--- src/rtl/fir_tdm_pkg.sv ---
package fir_tdm_pkg;
  localparam int PH_W      = 3;
  localparam int MAX_RATIO = 1 << PH_W;

  typedef logic [1:0] ratio_sel_t;

  // Index of the final MAC cycle of a sample period for a given ratio code.
  function automatic logic [PH_W-1:0] last_phase(input ratio_sel_t s);
    return PH_W'((32'd1 << s) - 32'd1);
  endfunction
endpackage

--- src/rtl/fir_tdm_seq.sv ---
module fir_tdm_seq
  import fir_tdm_pkg::*;
#(
  parameter int CLR_LEN = 4
) (
  input  logic                clk,
  input  logic                rst_n,
  input  ratio_sel_t          ratio_sel,
  input  logic                fen,
  input  logic                clr_n,
  input  logic                swap,
  output logic                run,
  output logic [PH_W-1:0]     ph,
  output logic                take,
  output logic                last,
  output logic                busy,
  output logic                bank
);
  localparam int CNT_W = (CLR_LEN > 1) ? $clog2(CLR_LEN) : 1;

  logic              run_q, run_d;
  logic [PH_W-1:0]   ph_q, ph_d;
  logic              fen_q;
  logic              busy_q, busy_d;
  logic [CNT_W-1:0]  cnt_q, cnt_d;
  logic              bank_q, bank_d;
  logic              start;

  always_comb begin
    last   = run_q && (ph_q == last_phase(ratio_sel));
    start  = fen && !fen_q && !busy_q && !run_q;
    take   = clr_n && (start || (last && fen));
    run_d  = run_q;
    ph_d   = ph_q;
    busy_d = busy_q;
    cnt_d  = cnt_q;
    bank_d = bank_q;
    if (!clr_n) begin
      run_d  = 1'b0;
      ph_d   = '0;
      busy_d = 1'b1;
      cnt_d  = CNT_W'(CLR_LEN - 1);
    end else begin
      if (busy_q) begin
        if (cnt_q == '0) busy_d = 1'b0;
        else             cnt_d  = cnt_q - 1'b1;
      end
      if (start) begin
        run_d = 1'b1;
        ph_d  = '0;
      end else if (last) begin
        ph_d  = '0;
        run_d = fen;
      end else if (run_q) begin
        ph_d  = ph_q + 1'b1;
      end
    end
    if (take) bank_d = swap;
  end

  always_ff @(posedge clk or negedge rst_n) begin
    if (!rst_n) begin
      run_q  <= 1'b0;
      ph_q   <= '0;
      fen_q  <= 1'b0;
      busy_q <= 1'b0;
      cnt_q  <= '0;
      bank_q <= 1'b0;
    end else begin
      run_q  <= run_d;
      ph_q   <= ph_d;
      fen_q  <= fen;
      busy_q <= busy_d;
      cnt_q  <= cnt_d;
      bank_q <= bank_d;
    end
  end

  assign run  = run_q;
  assign ph   = ph_q;
  assign busy = busy_q;
  assign bank = bank_q;

  AST_CLEAR_SETS_BUSY: assert property (@(posedge clk) disable iff (!rst_n)
    !clr_n |=> (busy && !run));
  AST_PHASE_IN_RANGE: assert property (@(posedge clk) disable iff (!rst_n)
    run |-> (ph <= last_phase(ratio_sel)));
  AST_NO_START_WHILE_BUSY: assert property (@(posedge clk) disable iff (!rst_n)
    $rose(run) |-> !$past(busy));
endmodule

--- src/rtl/fir_tdm_delay.sv ---
module fir_tdm_delay
  import fir_tdm_pkg::*;
#(
  parameter int DW    = 16,
  parameter int LANES = 2
) (
  input  logic                  clk,
  input  logic                  rst_n,
  input  logic                  take,
  input  logic [DW-1:0]         din,
  input  ratio_sel_t            ratio_sel,
  input  logic [PH_W-1:0]       ph,
  output logic [LANES*DW-1:0]   taps,
  output logic [DW-1:0]         dout
);
  localparam int DEPTH = LANES * MAX_RATIO + 1;
  localparam int IDX_W = $clog2(DEPTH);

  logic [DW-1:0]    dl [DEPTH];
  logic [IDX_W-1:0] out_idx;

  always_ff @(posedge clk or negedge rst_n) begin
    if (!rst_n) begin
      for (int i = 0; i < DEPTH; i++) dl[i] <= '0;
    end else if (take) begin
      dl[0] <= din;
      for (int i = 1; i < DEPTH; i++) dl[i] <= dl[i-1];
    end
  end

  for (genvar l = 0; l < LANES; l++) begin : g_lane_tap
    logic [IDX_W-1:0] idx;
    always_comb idx = IDX_W'(ph) * IDX_W'(LANES) + IDX_W'(l);
    assign taps[l*DW +: DW] = dl[idx];
  end

  always_comb out_idx = IDX_W'(LANES) << ratio_sel;
  assign dout = dl[out_idx];

  AST_CAPTURE_NEWEST: assert property (@(posedge clk) disable iff (!rst_n)
    take |=> (dl[0] == $past(din)));
endmodule

--- src/rtl/fir_tdm_mac.sv ---
module fir_tdm_mac
  import fir_tdm_pkg::*;
#(
  parameter int DW    = 16,
  parameter int CW    = 16,
  parameter int AW    = 32,
  parameter int LANES = 2
) (
  input  logic                  clk,
  input  logic                  rst_n,
  input  logic                  run,
  input  logic                  last,
  input  logic                  clr_n,
  input  logic [PH_W-1:0]       ph,
  input  logic [LANES*DW-1:0]   taps,
  input  logic [LANES*CW-1:0]   coefs,
  input  logic [AW-1:0]         xin,
  input  logic                  chain_end,
  output logic [AW-1:0]         res,
  output logic                  vld
);
  logic signed [DW+CW-1:0] prod [LANES];
  logic signed [AW-1:0]    lane_sum;
  logic [AW-1:0]           sum;
  logic [AW-1:0]           acc_q, acc_d;
  logic [AW-1:0]           res_q, res_d;
  logic                    vld_q, vld_d;

  for (genvar l = 0; l < LANES; l++) begin : g_mul
    assign prod[l] = $signed(taps[l*DW +: DW]) * $signed(coefs[l*CW +: CW]);
  end

  always_comb begin
    lane_sum = '0;
    for (int l = 0; l < LANES; l++) lane_sum = lane_sum + AW'(prod[l]);
    sum   = ((ph == '0) ? '0 : acc_q) + lane_sum;
    acc_d = acc_q;
    res_d = res_q;
    vld_d = 1'b0;
    if (!clr_n) begin
      acc_d = '0;
    end else if (last) begin
      res_d = sum + (chain_end ? '0 : xin);
      acc_d = '0;
      vld_d = 1'b1;
    end else if (run) begin
      acc_d = sum;
    end
  end

  always_ff @(posedge clk or negedge rst_n) begin
    if (!rst_n) begin
      acc_q <= '0;
      res_q <= '0;
      vld_q <= 1'b0;
    end else begin
      acc_q <= acc_d;
      res_q <= res_d;
      vld_q <= vld_d;
    end
  end

  assign res = res_q;
  assign vld = vld_q;

  AST_RESULT_AFTER_LAST: assert property (@(posedge clk) disable iff (!rst_n)
    (last && clr_n) |=> vld);
  AST_VALID_ONLY_AT_END: assert property (@(posedge clk) disable iff (!rst_n)
    vld |-> ($past(last) && $past(clr_n)));
endmodule

--- src/rtl/fir_tdm_core.sv ---
module fir_tdm_core
  import fir_tdm_pkg::*;
#(
  parameter int DW      = 16,
  parameter int CW      = 16,
  parameter int AW      = 32,
  parameter int LANES   = 2,
  parameter int CLR_LEN = 4
) (
  input  logic                  clk,
  input  logic                  rst_n,
  input  logic [1:0]            ratio_sel,
  input  logic                  fen,
  input  logic                  clr_n,
  input  logic                  swap,
  input  logic [DW-1:0]         din,
  output logic [DW-1:0]         dout,
  input  logic [AW-1:0]         xin,
  input  logic                  chain_end,
  output logic [PH_W:0]         coef_addr,
  input  logic [LANES*CW-1:0]   coef_data,
  input  logic                  oe_n,
  output logic [AW-1:0]         res,
  output logic                  res_drive,
  output logic                  res_vld,
  output logic                  samp_tick,
  output logic                  busy
);
  logic            run, take, last, bank;
  logic [PH_W-1:0] ph;
  logic [LANES*DW-1:0] taps;
  logic            oe_q;

  fir_tdm_seq #(.CLR_LEN(CLR_LEN)) u_seq (
    .clk(clk), .rst_n(rst_n), .ratio_sel(ratio_sel), .fen(fen), .clr_n(clr_n),
    .swap(swap), .run(run), .ph(ph), .take(take), .last(last), .busy(busy),
    .bank(bank)
  );

  fir_tdm_delay #(.DW(DW), .LANES(LANES)) u_dly (
    .clk(clk), .rst_n(rst_n), .take(take), .din(din), .ratio_sel(ratio_sel),
    .ph(ph), .taps(taps), .dout(dout)
  );

  fir_tdm_mac #(.DW(DW), .CW(CW), .AW(AW), .LANES(LANES)) u_mac (
    .clk(clk), .rst_n(rst_n), .run(run), .last(last), .clr_n(clr_n), .ph(ph),
    .taps(taps), .coefs(coef_data), .xin(xin), .chain_end(chain_end),
    .res(res), .vld(res_vld)
  );

  always_ff @(posedge clk or negedge rst_n) begin
    if (!rst_n) oe_q <= 1'b1;
    else        oe_q <= oe_n;
  end

  assign res_drive = !oe_q;
  assign coef_addr = {bank, ph};
  assign samp_tick = last;

  AST_DRIVE_LAGS_ONE: assert property (@(posedge clk) disable iff (!rst_n)
    1'b1 |=> (res_drive == !$past(oe_n)));
endmodule

--- config.mk ---
export PLATFORM = sky130hd
export DESIGN_NAME = fir_tdm_core
export DESIGN_NICKNAME = d
export VERILOG_FILES = /design/src/rtl/fir_tdm_pkg.sv /design/src/rtl/fir_tdm_seq.sv /design/src/rtl/fir_tdm_delay.sv /design/src/rtl/fir_tdm_mac.sv /design/src/rtl/fir_tdm_core.sv
export SDC_FILE = /design/constraint.sdc
export NUM_CORES = 2
export LEC_CHECK = 0
export ABC_CLOCK_PERIOD_IN_PS = 14700
export BUFFER_PORTS_ARGS = -buffer_cell sky130_fd_sc_hd__buf_2
export CAP_MARGIN = 20
export CORE_UTILIZATION = 32
export DETAILED_ROUTE_END_ITERATION = 16
export PLACE_DENSITY_LB_ADDON = 0.05
export SLEW_MARGIN = 20
export SYNTH_ARGS = -nofsm -noshare
export SYNTH_HDL_FRONTEND = slang
export SYNTH_SLANG_ARGS = --single-unit
--- constraint.sdc ---
create_clock -name clk -period 14.7 [get_ports clk]
set_input_delay 0.735 -clock clk [delete_from_list [all_inputs] [get_ports clk]]
set_output_delay 0.735 -clock clk [all_outputs]
set_load 0.005 [all_outputs]
---- Yosys cells after proc, flatten, opt, wreduce, memory -nomap -nowiden ----
Cells that the tools add are included.
storage, ports and cells
  logic and storage cells ................. 94
  flip-flop bits (word level) ............. 347
  bits of input ports ..................... 89
cells by class
  bitwise logic cells ..................... 3
  magnitude comparators ................... 3
  muxes and demuxes ....................... 29
  reduce and logical (&&, ||, !) cells .... 15
  equal/unequal tests ..................... 6
  shift-type cells ........................ 2
  add/subtract/negate cells ............... 7
  $mul .................................... 2
operators by type and width
  cell                                                                 count
  16-bit binary-select mux with 5-bit select                           3
  32-bit two-way mux                                                   5
  32-bit adder                                                         3
  16-bit two-way mux                                                   6
  16-bit by 16-bit multiplier with 32-bit output                       2
  6-bit >= comparator (second input constant)                          3
  3-bit two-way mux                                                    4
  5-bit NOT with 6-bit output                                          2
  1-bit two-way mux                                                    8
  1-bit logical AND                                                    6
  2-bit two-way mux                                                    3
  3-bit by 1-bit != test with 1-bit output (second input constant)     2
  4-bit NOT with 6-bit output                                          1
  4-bit by 1-bit adder with 5-bit output (second input constant)       1
  2-bit by 2-bit << shifter with 5-bit output (first input constant)   1
  1-bit logical NOT                                                    4
  4-bit by 1-bit != test with 1-bit output (second input constant)     1
  2-bit AND reduction                                                  2
  3-bit by 1-bit adder with 3-bit output (second input constant)       1
  3-bit equality test                                                  1
  3-bit logical NOT                                                    1
  1-bit by 2-bit << shifter with 3-bit output (first input constant)   1
  3-bit by 1-bit subtractor with 3-bit output (second input constant)  1
  2-bit logical NOT                                                    1
  4 further kinds                                                      4

---- Depth between registers and ports, before layout ----
  word-level depth ........................ 11
  depth in mapped cells ................... 44
  depth with buffers taken out ............ 40

---- Hierarchy ----
Synthesis repeated with hierarchy kept, for this count alone.
second synthesis, totals
  cell total of the unflattened synthesis .. 3410
  area total of the unflattened synthesis .. 37987.7 um^2
by module, submodules not included
  module         cells an instance  times used  area each (um^2)  sequential area each (um^2)
  fir_tdm_mac    2652               1           25040.3           1626.6
  fir_tdm_delay  708                1           12408.2           6806.5
  fir_tdm_seq    47                 1           501.7             225.2
  fir_tdm_core   3                  1           37.5              26.3

---- Worst setup path before layout ----
OpenSTA, ideal clock, no wires.
  path type ............................... register -> register
  start point ............................. register u_seq.ph_q[0] (netlist: u_seq.ph[0])
  end point ............................... register u_mac.res_q[30] (netlist: u_mac.res[30])
  buffers on the path ..................... 3
  cell stages (with the launch flop) ...... 40
  path slack .............................. 3.952 ns
  arrival time ............................ 10.616 ns
  cell sequence ........................... dfrtp_1 > clkbuf_1 > buf_1 > mux4_2 > mux2i_1 > clkbuf_1 > nor2b_1 > fa_1 > inv_1 > fa_1 > inv_1 > fa_1 > inv_1 > fa_1 > fa_1 > inv_1 > fa_1 > fa_1 > (+4 left out) > and3_1 > nand3_1 > or4_4 > a21oi_2 > o31a_1 > nor2_1 > o21ba_2 > xnor2_1 > ha_1 > a21oi_1 > nor2b_1 > or3_1 > o31ai_2 > o21ai_1 > o21ai_1 > nand2b_1 > xnor2_1 > o21ai_1
on the way
  longest elaborated chain between the ends .. 9
  elaborated cells on any way between the ends .. 19
ends and longest elaborated chain
  element                                                RTL line             RTL
  start, declared                                        fir_tdm_seq.sv:22    logic [PH_W-1:0] ph_q, ph_d;
  start signal, assigned                                 fir_tdm_seq.sv:71    ph_q <= ph_d;
  4-bit by 1-bit adder with 5-bit output                 fir_tdm_delay.sv:33  always_comb idx = IDX_W'(ph) * IDX_W'(LANES) + IDX_W'(l);
  5-bit NOT with 6-bit output (not written as such)      fir_tdm_delay.sv:34  assign taps[l*DW +: DW] = dl[idx];
  16-bit binary-select mux with 5-bit select             fir_tdm_delay.sv:34
  16-bit two-way mux (not written as such) (2 in a row)  fir_tdm_delay.sv:34
  16-bit by 16-bit multiplier with 32-bit output         fir_tdm_mac.sv:30    assign prod[l] = $signed(taps[l*DW +: DW]) * $signed(coefs[l*CW +: CW]);
  32-bit adder                                           fir_tdm_mac.sv:35    for (int l = 0; l < LANES; l++) lane_sum = lane_sum + AW'(prod[l]);
  32-bit adder                                           fir_tdm_mac.sv:36    sum = ((ph == '0) ? '0 : acc_q) + lane_sum;
  32-bit adder                                           fir_tdm_mac.sv:43    res_d = sum + (chain_end ? '0 : xin);
  end signal, assigned                                   fir_tdm_mac.sv:58    res_q <= res_d;
  end, declared                                          fir_tdm_mac.sv:26    logic [AW-1:0] res_q, res_d;
Several ways; a longest one is shown, not always the timed one. The select of a mux whose other input is x is not followed.
A chain may end at the register's enable or synchronous reset.

---- Worst setup path after layout ----
Same ends and word-level chain as after synthesis.

==> key figures <==
Global route
  • Largest net degree at the start of global routing: 182
  • Number of global-route vias before repair: 27245
  • GRT overflow: 0
  • First-pass GRT wire length: 167 mm
  • Gr usage total: 18.2%
  • Antenna violations before repair: 2

Floorplan
  • I/O pin count: 145
  • Initial core utilization: 32.4%
  • Die ar.: 0.120 mm2
  • Row count: 125
  • DIE WIDTH: 346 um
  • Core box area: 0.117 mm2
  • Die H: 346 um

Critical path
  • Crit path required time: 15.17 ns
  • CP dominant cell by count: fa_1
  • Crit path max-delay cell type: dfrtp_4
  • CP Buf/Inv Count: 4
  • CP Max Fanout: 37
  • Cell family contributing the most delay on the critical path: adder cells
  • Crit path arrival time: 11.88 ns
  • Critical Path Max Stage Delay: 0.86 ns
  • Setup CP Type: flip-flop to flip-flop
  • Worst Setup End Kind: flip-flop
  • Startpoint Class: flip-flop

Timing
  • Min cycle time layout: 11.41 ns
  • Clock Skews: 0.0384 ns
  • Tightest Pin Transition: 1.10 ns
  • RSZ-0062 raised after global routing: no
  • Tcrit/Tclk final: 77.6%
  • Endpoints failing setup: 0
  • Fmax: 87.7 MHz
  • Final Hold Vio Count: 0
  • Setup WS post-layout: 3.29 ns
  • Worst rel slew slack: 25.3%
  • Setup TNS Final: 0 ns
  • Max-slew violation count: 0

CTS
  • Postcts setup bufs: 0
  • CTS root buffer: clkbuf_16
  • Clk_lat worst skew: 0.59 ns
  • CTS tree: done
  • Longest Clk Path Bufs: 3
  • PostCTS Resize Cnt: 0
  • CTS buffer count: 40
  • CTS clk-pin slew, worst paths: 0.06 ns
  • H-tree depth: 2
  • Num Clock Sinks: 347
  • Hold-fix buffers at CTS: 0

Placed design
  • RePlAce Congestion: 0.849
  • Dpl hpwl: 85.2 mm
  • Dpl ws: 3.13 ns
  • Area after DPL: 0.0402 mm2
  • I/O Buffers: 144

Synthesis
  • EDFF count, synth: 0
  • Most used DFF post-synth: dfrtp_1
  • Mapped Cells: 3394
  • Cell accounting for the most synthesized area: fa_1
  • Ys async rst share: 100%
  • Flops & latches, synth: 347
  • Syn Area/Cell: 11.1 um2
  • Post-synth top area share: 33.0%
  • Synth area leaders: fa_1 33%, dfrtp_1 23%, inv_1 6.9%, mux2_2 6.7%, ha_1 5.7%
  • Seq/Total Area, Yosys: 23.0%
  • Distinct cells, synth: 63
  • Synthesized area: 0.0378 mm2
  • Yosys warning count: 0
  • Post-synth net total: 4279

Layout
  • Finished Core Util: 35.5%
  • Commonest non-fill, non-tap cell in the layout: inv_1
  • Share of cells above drive strength 1: 16.4%
  • # nets final: 4345
  • Commonest non-fill, non-tap cells in the layout: 692 x inv_1, 623 x fa_1, 343 x dfrtp_1
  • Final Cell Area: 0.0415 mm2
  • Area growth from synthesis to final layout: 9.66%

Drt
  • Starting DRT DRC Count: 1015
  • Post-Route WL: 105 mm
  • Remaining DRCs: 0
  • Antenna Nets Post-Route: 0
  • Vias/cell: 4.75
  • First drt pass iteration count: 5
  • Wire per inst: 20.9 um
  • Via count: 23790

Outcome
  • Status: completed

Job
  • Maxcap violations: 0

Min path
  • Worst hold path class: input port to async pin
-- metrics by stage --
step | hold slack [ns] | instances
2_1_floorplan | 0.439 | 3394
3_5_place_dp | 0.466 | 4940
4_1_cts | 0.203 | 5008
3_3_place_gp | 0.458 | 4940
6_report | 0.229 | 5011
5_1_grt | 0.215 | 5010
-- cell families (layout without fill, tap and decap cells) --
group	Yosys count	count (layout)	synth area share, %
buffers and inverters	838	930	8.44
adder cells (fa/ha/maj)	796	796	38.7
AND/OR/NAND/NOR	718	718	10.1
multiplexers	386	386	13.8
flip-flops	347	347	23.0
AO/OA/AOI/OAI	223	223	3.95
XOR/XNOR	86	86	1.99
other	0	1	0
-- cells in the mapped netlist (12+ instances only) --
cell and number:
inv_1 692, fa_1 623, dfrtp_1 346, nand2_1 240, mux2_2 226, ha_1 173
nor2b_1 168, and2_1 166, clkbuf_1 103, mux4_2 80, mux2_1 68, nand2b_1 65
xnor2_1 63, a21oi_1 50, buf_2 34, a22o_1 32, o21ai_0 31, nor2_1 30
o21ai_1 29, xor2_1 23, a21o_1 18, mux2i_1 12, or2_1 12
-- layout make-up --
type                       instances  area (um2)
antenna                            1        2.50
clock buffer                      58        1150
clock inverter                    10         108
fill                           11693       75200
inverter                         695        2610
multi-input combinational       2209       26100
sequential                       347        8690
tap                             1524        1910
timing repair buffer             167         948
-- metal layers --
layer	up-vias	global-route usage, %	wire (um)
met3	110	1.59	2570
met2	323	31.3	52100
li1	10646	-	-
met5	-	0	0
met1	12711	24.7	47700
met4	0	4.51	2540
-- path summary, 6_finish.rpt --
check	from	endpoint	slack [ns]	depth (start not counted)
worst max register to register	u_seq.ph[0]$_DFFE_PN0P_	u_mac.res[30]$_DFFE_PN0P_	3.29	34
max in group asynchronous	rst_n	u_dly.dl[103]$_DFFE_PN0P_	12.91	3
worst min-delay path	rst_n	u_dly.dl[41]$_DFFE_PN0P_	0.23	1
worst min register to register	u_mac.res[0]$_DFFE_PN0P_	u_mac.res[0]$_DFFE_PN0P_	0.48	2
worst max-delay path	u_seq.ph[0]$_DFFE_PN0P_	u_mac.res[30]$_DFFE_PN0P_	3.29	34
min in group clk	oe_n	oe_q$_DFF_PN1_	0.25	1
-- state kept, by name, indices dropped and copies added, names as in the netlist --
name         count
u_mac.acc_q     32
oe_q             1
u_mac.vld        1
u_dly.dl       272
u_seq.fen_q      1
u_seq.run        1
u_seq.cnt_q      2
u_mac.res       32
u_seq.bank       1
u_seq.ph         3
u_seq.busy       1
-- worst reg2reg max path, delay by kind of cell, from the launching register on --
| family | cells | cell delay [ns] |
|---|---|---|
| multiplexers | 2 | 1.02 |
| XOR/XNOR | 2 | 0.38 |
| buffers and inverters | 4 | 0.73 |
| AO/OA/AOI/OAI | 8 | 1.52 |
| AND/OR/NAND/NOR | 8 | 2.07 |
| flip-flops | 1 | 0.86 |
| adder cells (fa/ha/maj) | 10 | 4.71 |
Power is not shown: default switching activity piles up to over one toggle a cycle in this logic, so the estimate is an artifact.
